$ cat config.mk
export PLATFORM = sky130hd
export DESIGN_NAME = exc_seq_top
export DESIGN_NICKNAME = d
export VERILOG_FILES = /design/src/rtl/exc_pkg.sv /design/src/rtl/exc_pending.sv /design/src/rtl/exc_elig.sv /design/src/rtl/exc_pick.sv /design/src/rtl/exc_seq_top.sv
export SDC_FILE = /design/constraint.sdc
export NUM_CORES = 1
export LEC_CHECK = 0
export ABC_AREA = 1
export CAP_MARGIN = 5
export CELL_PAD_IN_SITES_DETAIL_PLACEMENT = 1
export CELL_PAD_IN_SITES_GLOBAL_PLACEMENT = 2
export CORE_MARGIN = 10
export CORE_UTILIZATION = 35
export DETAILED_ROUTE_END_ITERATION = 10
export DONT_BUFFER_PORTS = 1
export HOLD_SLACK_MARGIN = 0.15
export MAX_ROUTING_LAYER = met4
export PLACE_DENSITY = 0.9
export SLEW_MARGIN = 20
export SYNTH_ARGS = -nofsm -noshare
export SYNTH_HDL_FRONTEND = slang
export SYNTH_HIERARCHICAL = 1
export SYNTH_SLANG_ARGS = --single-unit
$ cat constraint.sdc
create_clock -name clk -period 4.6 [get_ports clk]
set_clock_uncertainty 0.05 [all_clocks]
set_input_delay 0 -clock clk [delete_from_list [all_inputs] [get_ports clk]]
set_output_delay 0 -clock clk [all_outputs]
set_load 0.01 [all_outputs]
$ cat src/rtl/exc_pkg.sv
package exc_pkg;
  localparam int NSRC   = 8;
  localparam int CODE_W = 4;

  localparam logic [CODE_W-1:0] C_RESET = 4'd0;
  localparam logic [CODE_W-1:0] C_ADDR  = 4'd1;
  localparam logic [CODE_W-1:0] C_BUS   = 4'd2;
  localparam logic [CODE_W-1:0] C_TRAP  = 4'd3;
  localparam logic [CODE_W-1:0] C_ILL   = 4'd4;
  localparam logic [CODE_W-1:0] C_TRACE = 4'd5;
  localparam logic [CODE_W-1:0] C_HWBK  = 4'd6;
  localparam logic [CODE_W-1:0] C_IRQ   = 4'd7;

  typedef enum logic [2:0] {
    ADM_NOW,       // reset: any time
    ADM_SUSPEND,   // bus/address errors: any time, preempt lower work
    ADM_EXECUTE,   // within instruction execution
    ADM_DECODE,    // before instruction execution
    ADM_BOUNDARY   // after instruction or previous sequence
  } admit_e;

  function automatic admit_e admit_of(input int idx);
    if (idx == int'(C_RESET)) return ADM_NOW;
    if (idx <= int'(C_BUS))   return ADM_SUSPEND;
    if (idx == int'(C_TRAP))  return ADM_EXECUTE;
    if (idx == int'(C_ILL))   return ADM_DECODE;
    return ADM_BOUNDARY;
  endfunction
endpackage

$ cat src/rtl/exc_pending.sv
module exc_pending
  import exc_pkg::*;
#(
  parameter int N       = NSRC,
  parameter int LVL_IDX = int'(C_IRQ)
) (
  input  logic         clk,
  input  logic         rst,
  input  logic         accept,
  input  logic         clear_all,
  input  logic [N-1:0] req,
  input  logic [N-1:0] take,
  output logic [N-1:0] pend_now
);
  logic [N-1:0] pend_q;
  logic [N-1:0] keep;

  assign pend_now = pend_q | (req & {N{accept}});

  always_comb begin
    keep          = '0;
    keep[LVL_IDX] = req[LVL_IDX];
  end

  always_ff @(posedge clk) begin
    if (rst || clear_all) pend_q <= '0;
    else                  pend_q <= (pend_now & ~take) | (take & keep);
  end
endmodule

$ cat src/rtl/exc_elig.sv
module exc_elig
  import exc_pkg::*;
#(
  parameter int N = NSRC,
  parameter int W = CODE_W
) (
  input  logic         seq_active,
  input  logic         seq_done,
  input  logic [W-1:0] cur_code,
  input  logic         at_boundary,
  input  logic         in_decode,
  input  logic         in_execute,
  output logic [N-1:0] elig
);
  logic idle;
  logic ending;
  assign idle   = !seq_active;
  assign ending = seq_active && seq_done;

  for (genvar i = 0; i < N; i++) begin : g_e
    localparam admit_e ADM = admit_of(i);
    if (ADM == ADM_NOW) begin : g_now
      assign elig[i] = 1'b1;
    end else if (ADM == ADM_SUSPEND) begin : g_sus
      assign elig[i] = idle || ending || (cur_code > C_BUS);
    end else if (ADM == ADM_EXECUTE) begin : g_ex
      assign elig[i] = idle && in_execute;
    end else if (ADM == ADM_DECODE) begin : g_dec
      assign elig[i] = idle && in_decode;
    end else begin : g_bnd
      assign elig[i] = (idle && at_boundary) || (ending && (W'(i) > cur_code));
    end
  end
endmodule

$ cat src/rtl/exc_pick.sv
module exc_pick
  import exc_pkg::*;
#(
  parameter int N = NSRC,
  parameter int W = CODE_W
) (
  input  logic [N-1:0] cand,
  output logic         any,
  output logic [W-1:0] idx,
  output logic [N-1:0] grant
);
  always_comb begin
    any   = 1'b0;
    idx   = '0;
    grant = '0;
    for (int i = 0; i < N; i++) begin
      if (cand[i] && !any) begin
        any      = 1'b1;
        idx      = W'(i);
        grant[i] = 1'b1;
      end
    end
  end
endmodule

$ cat src/rtl/exc_seq_top.sv
module exc_seq_top
  import exc_pkg::*;
(
  input  logic              clk,
  input  logic              rst,
  input  logic              req_reset,
  input  logic              req_addr_err,
  input  logic              req_bus_err,
  input  logic              req_instr_trap,
  input  logic              req_illegal,
  input  logic              req_trace,
  input  logic              req_hw_bkpt,
  input  logic              req_irq,
  input  logic              at_boundary,
  input  logic              in_decode,
  input  logic              in_execute,
  input  logic              seq_done,
  input  logic              reset_done,
  output logic              start,
  output logic [CODE_W-1:0] code,
  output logic              abort,
  output logic              suspend,
  output logic              ctx_push,
  output logic              vec_fetch,
  output logic [CODE_W-1:0] vec_code
);
  logic              waiting;
  logic              seq_active;
  logic [CODE_W-1:0] cur_code;
  logic [NSRC-1:0]   req_vec, pend_now, elig, grant, take;
  logic              any;
  logic [CODE_W-1:0] idx;
  logic              go, go_reset;

  assign req_vec = {req_irq, req_hw_bkpt, req_trace, req_illegal,
                    req_instr_trap, req_bus_err, req_addr_err, req_reset};

  exc_pending #(.N(NSRC), .LVL_IDX(int'(C_IRQ))) u_pend (
    .clk(clk), .rst(rst), .accept(!waiting), .clear_all(go_reset),
    .req(req_vec), .take(take), .pend_now(pend_now)
  );

  exc_elig #(.N(NSRC), .W(CODE_W)) u_elig (
    .seq_active(seq_active), .seq_done(seq_done), .cur_code(cur_code),
    .at_boundary(at_boundary), .in_decode(in_decode), .in_execute(in_execute),
    .elig(elig)
  );

  exc_pick #(.N(NSRC), .W(CODE_W)) u_pick (
    .cand(pend_now & elig), .any(any), .idx(idx), .grant(grant)
  );

  assign go       = any && !waiting;
  assign go_reset = go && (idx == C_RESET);
  assign take     = go ? grant : '0;

  always_ff @(posedge clk) begin
    if (rst) begin
      waiting    <= 1'b1;
      seq_active <= 1'b0;
      cur_code   <= '0;
      start      <= 1'b0;
      code       <= '0;
      abort      <= 1'b0;
      suspend    <= 1'b0;
      ctx_push   <= 1'b0;
      vec_fetch  <= 1'b0;
      vec_code   <= '0;
    end else begin
      start     <= 1'b0;
      abort     <= 1'b0;
      suspend   <= 1'b0;
      ctx_push  <= 1'b0;
      vec_fetch <= 1'b0;
      if (waiting) begin
        if (reset_done) waiting <= 1'b0;
      end else if (go) begin
        start <= 1'b1;
        code  <= idx;
        if (go_reset) begin
          abort      <= 1'b1;
          waiting    <= 1'b1;
          seq_active <= 1'b0;
        end else begin
          ctx_push   <= 1'b1;
          suspend    <= (idx <= C_BUS);
          seq_active <= 1'b1;
          cur_code   <= idx;
        end
      end else if (seq_active && seq_done) begin
        vec_fetch  <= 1'b1;
        vec_code   <= cur_code;
        seq_active <= 1'b0;
      end
    end
  end
endmodule

# == Yosys cells after proc, flatten, opt, wreduce, memory -nomap -nowiden ==
# Index checks and enable logic that the tools add are counted.
# classes
n_reduce_logical,41
order_cmp,5
mux,32
n_bitwise,10
# op_table
cell,n
AND 8 bit,4
two-way mux 1 bit,25
logical AND 1 bit,16
bitwise OR 8 bit,2
greater-than comparator 3 x 4 -> 1 bit (first input constant),3
two-way mux 3 bit,4
zero test 1 bit,9
two-way mux 8 bit,1
inverter 8 bit,1
logical OR 1 bit,6
AND reduction 3 bit,2
OR reduction 3 bit,2
greater-than comparator 4 x 2 -> 1 bit (second input constant),1
<= comparator 4 x 2 -> 1 bit (second input constant),1
zero test 4 bit,1
two-way mux 2 bit,2
AND reduction 2 bit,2
OR reduction 4 bit,1
inverter 1 bit,3
nonzero test 2 bit,1
OR reduction 2 bit,1
# word_totals
elab_cells,99
in_bits,15
out_inout_bits,13
regBits,27

# == Depth between registers and ports, before layout ==
# Gate-level depths: netlist (run 1).
# depth
word_depth,31
ltp_mapped,18
mapped_depth_nobuf,17

# == Modules after synthesis ==
# The synthesis (run 1) kept the hierarchy.
# by_module_without_submodules
mod,area_per_inst_um2,seq_area_each_um2,instances,cells_each
exc_seq_top,773.2,380.4,1,112
exc_pending,359.1,160.2,1,52
exc_pick,176.4,0.0,1,34
exc_elig,111.4,0.0,1,26

# == Worst setup path after synthesis (run 1) ==
# Ideal clock, no wire load.
# synth_timing
kind,reg-to-reg
start,register cur_code[2]
end,register u_pend.pend_q[7]
n_path_buf,1
required_ns,4.486
period_less_slack_ns,2.047
setup_time_ns,0.064
stages_incl_launch_ff,18
path_slack_ns,2.553
arrival_ns,1.933
cell_sequence,dfxtp_1 -> or2_1 -> nor2_1 -> nand2_1 -> buf_4 -> nand2_1 -> inv_1 -> nor2_2 -> nand3_2 -> nor2_2 -> nand3b_1 -> inv_1 -> nor2_4 -> inv_2 -> nor2_1 -> nor2_4 -> o21ai_2 -> nor2_1
# synth_between
elab_cells_between_ends,49
classes_between,order compare (4); mux (16); bitwise (5); reduce/logical (24)
# synth_lines
element,line_no,rtl
from (decl),exc_seq_top.sv:29,logic [CODE_W-1:0] cur_code;
from (signal assigned),exc_seq_top.sv:88,cur_code <= idx;
greater-than comparator 4 x 2 -> 1 bit *,exc_elig.sv:25,assign elig[i] = idle || ending || (cur_code > C_BUS);
logical OR 1 bit *,exc_elig.sv:25,
net elig[1],exc_seq_top.sv:30,"logic [NSRC-1:0] req_vec, pend_now, elig, grant, take;"
AND 8 bit *,exc_seq_top.sv:50,".cand(pend_now & elig), .any(any), .idx(idx), .grant(grant)"
logical AND 1 bit,exc_pick.sv:17,if (cand[i] && !any) begin
two-way mux 1 bit,exc_pick.sv:17,
zero test 1 bit,exc_pick.sv:17,
logical AND 1 bit,exc_pick.sv:17,
(+13 left out),n/a,
zero test 1 bit,exc_pick.sv:17,
logical AND 1 bit,exc_pick.sv:17,
two-way mux 1 bit *,exc_pick.sv:17,
net any,exc_seq_top.sv:31,logic any;
logical AND 1 bit *,exc_seq_top.sv:53,assign go = any && !waiting;
logical AND 1 bit *,exc_seq_top.sv:54,assign go_reset = go && (idx == C_RESET);
net go_reset,exc_seq_top.sv:33,"logic go, go_reset;"
logical OR 1 bit *,exc_pending.sv:26,if (rst || clear_all) pend_q <= '0;
to (signal assigned),exc_pending.sv:27,else pend_q <= (pend_now & ~take) | (take & keep);
to (decl),exc_pending.sv:15,logic [N-1:0] pend_q;
# Mark *: on every way through the listed nets, which the timed path passes. The rest lies on a longest branch.
# A chain may end at the register's enable or synchronous reset.

# == Final worst setup path (run 1) ==
# layout_timing
start,register waiting
end,register seq_active
# layout_between
elab_cells_between_ends,41
classes_between,mux (17); bitwise (4); reduce/logical (20)
# layout_lines
element,line_no,rtl
from (decl),exc_seq_top.sv:27,logic waiting;
from (signal assigned),exc_seq_top.sv:59,waiting <= 1'b1;
from (signal assigned),exc_seq_top.sv:76,if (reset_done) waiting <= 1'b0;
from (signal assigned),exc_seq_top.sv:82,waiting <= 1'b1;
zero test 1 bit *,exc_seq_top.sv:39,".clk(clk), .rst(rst), .accept(!waiting), .clear_all(go_reset),"
AND 8 bit *,exc_pending.sv:18,assign pend_now = pend_q | (req & {N{accept}});
bitwise OR 8 bit *,exc_pending.sv:18,
net pend_now[1],exc_seq_top.sv:30,
AND 8 bit *,exc_seq_top.sv:50,
logical AND 1 bit *,exc_pick.sv:17,
two-way mux 1 bit,exc_pick.sv:17,
zero test 1 bit,exc_pick.sv:17,
(+14 left out),n/a,
zero test 1 bit,exc_pick.sv:17,
logical AND 1 bit,exc_pick.sv:17,
two-way mux 3 bit *,exc_pick.sv:17,
net idx[0],exc_seq_top.sv:32,logic [CODE_W-1:0] idx;
zero test 4 bit *,exc_seq_top.sv:54,
logical AND 1 bit *,exc_seq_top.sv:54,
two-way mux 1 bit *,exc_seq_top.sv:80,if (go_reset) begin
two-way mux 1 bit *,exc_seq_top.sv:77,end else if (go) begin
to (signal assigned),exc_seq_top.sv:60,seq_active <= 1'b0;
to (signal assigned),exc_seq_top.sv:83,seq_active <= 1'b0;
to (signal assigned),exc_seq_top.sv:87,seq_active <= 1'b1;
to (decl),exc_seq_top.sv:28,logic seq_active;
# Marked as above.

==> results of run 1 <==
==> cells in the mapped netlist (all sizes together) <==
master,number
a21oi,18
buf,6
clkbuf,1
conb,2
dfxtp,27
inv,51
nand2,53
nand3,4
nand3b,1
nand4,1
nor2,50
nor3,2
o21ai,6
or2,2
==> layout by cell type, fill, tap and decap left out, types with 2 or more instances in the layout <==
cell            n
nor2_4          3
dfxtp_1        27
conb_1          2
inv_1          49
dlygate4sd3_1  12
nand2_1        50
nor2_2          7
a21oi_1        18
clkbuf_8        3
nand2_2         3
o21ai_0         4
nor2_1         40
or2_1           2
nand3_1         3
inv_2           2
==> final timing paths <==
| check | from | end | slack, ns | cells after the start |
|---|---|---|---|---|
| worst max-delay path | waiting | seq_active | 1.76 | 15 |
| worst min-delay path | at_boundary | suspend | 0.28 | 9 |
| worst max register to register | waiting | seq_active | 1.76 | 15 |
| worst min register to register | u_pend/pend_q[1] | u_pend/pend_q[1] | 0.41 | 2 |
==> area by class of cell <==
cell class / instances / area [um2]
Clock buffer: 3 / 41.3
Clock inverter: 1 / 7.51
Fill cell: 538 / 2380
Inverter: 51 / 191
Multi-Input combinational cell: 139 / 632
Sequential cell: 27 / 541
Tap cell: 50 / 62.6
Timing Repair Buffer: 12 / 120
==> state kept, by name, indices dropped and copies added (netlist names) <==
signal	cells
vec_code	4
u_pend/pend_q	8
seq_active	1
abort	1
start	1
suspend	1
cur_code	4
waiting	1
vec_fetch	1
ctx_push	1
code	4
==> power by group through the flow <==
stage | Sequential (mW) | Combinational [mW] | Clock, mW
floorplan | 0.270 | 0.121 | 0
global placement | 0.275 | 0.136 | 0
detailed placement | 0.275 | 0.139 | 0
CTS | 0.270 | 0.152 | 0.150
global route | 0.272 | 0.177 | 0.157
finish | 0.269 | 0.151 | 0.142
==> per-layer routing <==
metal	up-vias	part of all wire [%]	track usage [%]
li1	665	-	-
met1	553	49	13.4
met2	18	45	17.2
met3	2	5.9	3.32
met4	0	0.59	3.65
met5	-	0	-
==> critical path, cell delays in order (launching register included) <==
cell and delay, ns:
dfxtp_1 0.38, inv_1 0.22, a21oi_1 0.24, inv_1 0.06, nand2_1 0.06, inv_1 0.07, nor2_4 0.16, nand2_2 0.09
nor2_2 0.10, nand4_1 0.13, nand2_1 0.14, nor2_1 0.06, nand2_1 0.14, nand2_1 0.16, a21oi_1 0.17, dlygate4sd3_1 0.56
==> per-stage QoR <==
step | total power, mW | instance area, um2 | worst slack, ns
after floorplan | 0.392 | 1420 | 2.55
after global placement | 0.411 | 1430 | 2.10
after detailed placement | 0.414 | 1430 | 2.02
after CTS | 0.572 | 1600 | 1.74
after global routing | 0.607 | 1600 | 1.41
final | 0.562 | 1600 | 1.76
==> what timing repair did <==
action / 4_1_cts / 5_1_grt
hold buffers: 12 / 0
buffers inserted: 0 / 0
hold endpoints to repair: 27 / 0
==> kinds of logic after synthesis <==
family / count (synthesis) / share of synthesized area (%)
buffers and inverters: 58 / 17.4
AO/OA/AOI/OAI: 24 / 8.72
AND/OR/NAND/NOR: 113 / 35.2
other: 2 / 0.529
flip-flops: 27 / 38.1
==> flow_summary.toml, run 1 <==
[outcome]
status = "complete, no violations"

[floorplan]
die_h_um = 83.7
initial_utilization_pct = 35.8
core_um2 = 3970
die_area_um2 = 7010
io_pins = 28
rows = 23
die_w_um = 83.7

[drt]
drt_wl_total_um = 3590
via_per_inst = 4.37
dr.pass1.iters = 4
drc = 0
wl_per_cell_um = 12.7
vias = 1238
first_iter_violations = 47
drtAntennaViolNets = 0

[layout]
antenna_cells = 0
finalNonFillerCells = 283
fin_util_pct = 40.2
nNetsFinal = 249
layout-drive-gt1-share_pct = 9.44
syn2layout_area_growth_pct = 12.3

[critical_path]
path_class = "reg -> reg"
crit_path_max_fanout = 10
critPathRequiredTime_ns = 4.78
cp-start-kind = "flop"
critPathArrivalTime_ns = 3.02
cp-end-kind = "flop"

[pwr]
p_switching_mw = 0.196
leakagePower_nw = 0.806
p_comb_share_pct = 26.8
p_int_mw = 0.366
power_frac_seq_pct = 47.9
clockPowerShare_pct = 25.3
p_per_area_nw_per_um2 = 352
vdd_drop_max_v = 0.000162
swShare_pct = 34.9

[cts]
cts_buffers = 3
htree_levels = 1
cts_tree = "done"
ctsResizeCount = 0
numClockSinks = 27
root_buffer = "clkbuf_8"
path_clk_slew_ns = 0.10
cts.path.max_buffers = 2
clk_latency_ns = 0.28

[synthesis]
synth.area.top_cells = "dfxtp_1 (38%), nand2_1 (13%), inv_1 (13%), nor2_1 (11%), a21oi_1 (6.3%)"
syn_inst = 224
ys_warn_count = 6
synth_top_area_share_pct = 38.1
synth_top_area_cell = "dfxtp_1"
synthDistinctLibCells = 23
yosys_register_bits = 27
synth_nets = 239
avgSynthCellArea_um2 = 6.34
ys_seq_area_share_pct = 38.1
syn_area_um2 = 1420

[sta]
fin_setup_tns_ns = 0
timing.fmax_mhz = 352
relSlewSlack_pct = 60.5
rsz0062_at_grt = "false"
finalHoldViolations = 0
period_share_pct = 61.8
tightest_slew_ns = 0.591
final.min_clock_period_ns = 2.84
setup_viol = 0
holdWs_ns = 0.280
maxSlewViolCount = 0

[placement]
gp_congestion = 0.812
hpwl_um = 2810
io_buffers = 0
placed_cells = 267

[grt]
grt_pass1_wl_um = 6420
overflow = 0
antenna_found_initial = 0
grt_max_degree = 17
grt.total_usage_pct = 11.1
grt_pass1_vias = 1377

[run]
max_cap_violations = 0

[worst_hold_path]
holdCritPathClass = "in -> reg"
Power figures use the tool's default switching activity.
==> inputs of run 2 (changes only) <==
CORE_UTILIZATION = 32   (was 35)
PLACE_DENSITY = 0.84   (was 0.9)
clock period = 2.93 ns   (was 4.6 ns; I/O delays follow)
==> run 2 against run 1 <==
Sequential power rose by 57%. Wire length fell by 5.2%. Fmax rose by 18%. Highest routed layer unchanged. Critical endpoint is now u_pend/pend_q[3]. Sequential share of layout area rose by 0.053 points.
==> flow_summary.toml, run 2 (same netlist as run 1, synthesis figures left out) <==
[sta]
holdWs_ns = 0.275
final.min_clock_period_ns = 2.42
rsz0062_at_grt = "false"
timing.fmax_mhz = 413
setup_viol = 0
fin_setup_tns_ns = 0
period_share_pct = 82.6
maxSlewViolCount = 0
relSlewSlack_pct = 59.1
finalHoldViolations = 0
tightest_slew_ns = 0.612

[placement]
io_buffers = 0
placed_cells = 270
hpwl_um = 2670
gp_congestion = 0.765

[grt]
grt.total_usage_pct = 10.1
grt_pass1_vias = 1363
overflow = 0
grt_pass1_wl_um = 6040
antenna_found_initial = 0
grt_max_degree = 16

[pwr]
vdd_drop_max_v = 0.000224
leakagePower_nw = 0.807
p_per_area_nw_per_um2 = 547

[layout]
nNetsFinal = 249
mostFrequentLayoutCells = "nand2_1 (50), inv_1 (49), nor2_1 (40)"
fillers = 590
syn2layout_area_growth_pct = 12.2
multi_input_area_um2 = 632
antenna_cells = 0
layout_commonest_cell = "nand2_1"
top_register = "u_pend/pend_q"
largest_reg_flops = 8
register_area_um2 = 541
finalNonFillerCells = 285
layout-drive-gt1-share_pct = 9.87

[worst_hold_path]
holdCritPathClass = "in -> reg"

[cts]
numClockSinks = 27
path_clk_slew_ns = 0.10
cts_setup_buffers = 0
cts_buffers = 3
htree_levels = 1
clk_latency_ns = 0.28
cts.path.max_buffers = 2
cts_tree = "done"
root_buffer = "clkbuf_8"

[critical_path]
critPathRequiredTime_ns = 3.10
path_class = "reg -> reg"
critPathArrivalTime_ns = 2.59
cp-end-kind = "flop"
cp-start-kind = "flop"
crit_path_max_fanout = 10

[outcome]
status = "complete, no violations"

[drt]
vias = 1243
via_per_inst = 4.36
dr.pass1.iters = 4
first_iter_violations = 14
drtAntennaViolNets = 0
drc = 0
wl_per_cell_um = 11.9
drt_wl_total_um = 3400

[floorplan]
die_w_um = 86.6
rows = 24
core_um2 = 4320
initial_utilization_pct = 32.8
io_pins = 28
die_h_um = 86.6
die_area_um2 = 7500

[run]
max_cap_violations = 0
[run 2: per-layer routing]
| layer | routed length [um] | share of wire (%) | global-route usage [%] | vias to the layer above |
|---|---|---|---|---|
| met5 | 0 | 0 | - | - |
| met4 | 47 | 1.4 | 3.83 | 0 |
| met3 | 153 | 4.5 | 2.81 | 5 |
| met2 | 1530 | 45 | 16.3 | 19 |
| met1 | 1660 | 49 | 11.6 | 556 |
| li1 | - | - | - | 663 |
[run 2: final timing paths]
check | from | to | slack, ns | cells past startpoint
worst max-delay path | waiting | u_pend/pend_q[3] | 0.51 | 16
worst min-delay path | in_decode | u_pend/pend_q[4] | 0.28 | 11
worst max register to register | waiting | u_pend/pend_q[3] | 0.51 | 16
worst min register to register | u_pend/pend_q[2] | u_pend/pend_q[2] | 0.41 | 2
[run 2: power by group]
part	internal, mW	switching, mW
Combinational	0.0812	0.153
Clock	0.0954	0.119
Sequential	0.397	0.0253
Total	0.574	0.298
[run 2: cell type report]
type / instances / area share, %
clock buffers: 3 / 2.59
clock inverters: 1 / 0.314
inverters: 51 / 12.0
multi-input cells: 139 / 39.7
flip-flops and latches: 27 / 33.9
well taps: 52 / 4.08
repair buffers: 12 / 7.38
[run 2: repair_timing]
action                     in CTS  in global routing
hold endpoints to repair       27                  0
gates resized for setup         0                  0
hold buffers                   11                  0
setup endpoints to repair       0                  0
[run 2: through the flow]
step	cell area [um2]	setup WS [ns]	utilization [%]	power, mW
6_report	1590	0.510	36.8	0.871
3_5_place_dp	1440	0.495	33.2	0.654
5_1_grt	1590	0.127	36.8	0.951
2_1_floorplan	1420	0.883	-	0.615
3_3_place_gp	1440	0.564	33.2	0.651
4_1_cts	1590	0.467	36.8	0.892
[run 2: worst max-delay path, stage by stage (launching register included)]
cell,delay (ns)
dfxtp_1,0.38
inv_1,0.21
a21oi_1,0.25
inv_1,0.06
nand2_1,0.06
inv_1,0.05
nor2_2,0.15
nand2_2,0.09
nor2_2,0.10
nand4_1,0.11
nand2_1,0.13
nor2_1,0.06
nand2_1,0.14
nor2_1,0.10
nor2_4,0.22
nand2_1,0.08
nor2_1,0.11
==> inputs of run 3 (changes only) <==
ABC_AREA = 0   (was 1)
CORE_UTILIZATION = 33   (was 32)
PLACE_DENSITY = 0.81   (was 0.84)
clock period = 2.2 ns   (was 2.93 ns; I/O delays follow)
==> run 3 against run 2 <==
The run now ends with negative hold slack, negative setup slack left. Core utilization rose by 13 points. Flip-flop and latch count did not move. Count of clock-buffer cells in the layout did not move. First-iteration DRC count rose to 3.4 times the previous value. Synthesized area fell by 1.1%. Final cell count fell by 13%. Die area fell by 3.2%. Sequential power rose by 33%. Final area rose by 28%. Via count rose by 1.5%. Worst hold slack got worse by 0.57 ns. Largest power group is now combinational cells.
==> flow_summary.toml, run 3 <==
[drt]
via_per_inst = 5.11
first_iter_violations = 47
drc = 0
wl_per_cell_um = 18.7
dr.pass1.iters = 4
drt_wl_total_um = 4610
drtAntennaViolNets = 0
vias = 1262

[cts]
numClockSinks = 27
cts_hold_buf = 11
clk_latency_ns = 0.28
cts.path.max_buffers = 2
cts_tree = "done"
path_clk_slew_ns = 0.10
htree_levels = 1
cts_buffers = 3
root_buffer = "clkbuf_8"

[layout]
antenna_cells = 0
top_register = "u_pend/pend_q"
layout_commonest_cell = "buf_4"
fillers = 449
finalNonFillerCells = 247
largest_reg_flops = 8
mostFrequentLayoutCells = "buf_4 (27), dfxtp_1 (24), and2_1 (13)"
syn2layout_area_growth_pct = 44.9
layout-drive-gt1-share_pct = 44.7
stdcell_area_um2 = 2030
fin_util_pct = 50.1
nNetsFinal = 213

[grt]
grt_max_degree = 17
antenna_found_initial = 0
grt.total_usage_pct = 11.9
overflow = 0
grt_pass1_vias = 1363
grt_pass1_wl_um = 6910

[synthesis]
yosys_register_bits = 27
synth.most_common_cell = "dfxtp_1"
ys_warn_count = 6
synth_top_area_cell = "dfxtp_1"
syn_area_um2 = 1400
synth.area.top_cells = "dfxtp_1 (39%), and2_1 (8.0%), nor3b_2 (7.1%), a21o_1 (4.8%), a21oi_1 (3.9%)"
ys_seq_area_share_pct = 38.5
synthDistinctLibCells = 38
synth_top_area_share_pct = 38.5
synth-edff-count = 0
synthTopCellsByCount = "dfxtp_1 (27), and2_1 (18), nor2_1 (13)"
avgSynthCellArea_um2 = 9.00
ys.flop_type = "dfxtp_1"
async_reset_ff_share_pct = 0
synth_nets = 171
syn_inst = 156

[critical_path]
critPathArrivalTime_ns = 2.75
cp_slowest_cell = "or4_4"
crit_family = "simple AND/OR/NAND/NOR gates"
cp-end-kind = "flop"
cpPeakStageDelay_ns = 0.51
crit_path_max_fanout = 8
critPathRequiredTime_ns = 2.33
cp-start-kind = "flop"
path_class = "reg -> reg"
critPathBufInv = 1
path_cells = "nand3b_1 > o21ai_0 > and2_1 > and4b_1 > a21o_1 > or4_4 > nor2_2 > or2_1 > buf_12 > nor3b_2"

[placement]
placed_cells = 218
hpwl_um = 2930
io_buffers = 0
gp_congestion = 0.796
place_ws_ns = -0.357
detailed_place.area_um2 = 1610

[floorplan]
initial_utilization_pct = 34.6
rows = 23
die_h_um = 85.2
die_area_um2 = 7260
core_um2 = 4060
die_w_um = 85.2
io_pins = 28

[sta]
finalHoldViolations = 13
maxSlewViolCount = 0
setup_viol = 21
fin_ws_ns = -0.417
rsz0062_at_grt = "true"
holdWs_ns = -0.294
period_share_pct = 119
final.min_clock_period_ns = 2.62
timing.fmax_mhz = 382
fin_setup_tns_ns = -6.09

[pwr]
p_per_area_nw_per_um2 = 727
p_comb_share_pct = 42.1
vdd_drop_max_v = 0.000322
leakagePower_nw = 0.876
power_frac_seq_pct = 37.9
finalPower_mw = 1.48
p_switching_mw = 0.498
p_int_mw = 0.982
clockPowerShare_pct = 20.1
swShare_pct = 33.7

[run]
max_cap_violations = 0

[outcome]
status = "complete, but fails checks"
failed_checks = "negative hold slack, negative setup slack"

[worst_hold_path]
holdCritPathClass = "in -> reg"
[run 3: changes by cell type after synthesis, moves of 4 or more]
cell     previous run  this run
inv_1              49         5
mux2i_1             0         4
nor3b_2             0         8
nor2_2              7         0
o21ai_0             4         9
a21oi_1            18        11
nand2_1            50        12
a21o_1              0         9
nor2_1             40        13
and2_1              0        18
[run 3: final cells by class]
cell class	count	area (um2)	area share [%]
clock inverters	1	7.51	0.369
inverters	5	18.8	0.923
repair buffers	46	420	20.7
clock buffers	3	41.3	2.03
flip-flops and latches	27	549	27.0
well taps	50	62.6	3.08
multi-input cells	115	935	45.9
[run 3: final timing paths]
| kind | start | end | slack (ns) | cells past startpoint |
|---|---|---|---|---|
| worst max-delay path | cur_code[3] | u_pend/pend_q[0] | -0.42 | 10 |
| worst min-delay path | rst | cur_code[3] | -0.29 | 1 |
| worst max register to register | cur_code[3] | u_pend/pend_q[0] | -0.42 | 10 |
| worst min register to register | u_pend/pend_q[7] | u_pend/pend_q[7] | 0.43 | 2 |
[run 3: timing repair]
item                                    CTS  global route
hold endpoints to repair                 27            21
setup buffers                            10             5
cloned                                    1             0
endpoints found under the setup margin   26            27
resized for setup                        17            27
pin swaps                                17            13
[run 3: cells by family (layout without fill, tap and decap cells)]
| logic type | Yosys count | count (layout) | synth area share [%] |
|---|---|---|---|
| xor+xnor | 1 | 1 | 0.624 |
| compound gates | 35 | 35 | 16.0 |
| other cells | 2 | 2 | 0.535 |
| buf+inv | 15 | 55 | 5.88 |
| simple gates | 72 | 73 | 35.6 |
| flops | 27 | 27 | 38.5 |
| mux | 4 | 4 | 2.85 |
[run 3: power groups by stage]
stage / clock network [mW] / logic, mW / registers (mW)
4_1_cts: 0.305 / 0.520 / 0.560
2_1_floorplan: 0 / 0.263 / 0.564
3_5_place_dp: 0 / 0.404 / 0.571
3_3_place_gp: 0 / 0.388 / 0.568
6_report: 0.297 / 0.623 / 0.560
5_1_grt: 0.326 / 0.665 / 0.566
[run 3: routing by layer]
metal | track usage, % | share of wire, %
met5 | - | 0
met4 | 4.19 | 1.8
met3 | 2.96 | 4.7
met2 | 20.1 | 52
met1 | 13.3 | 41
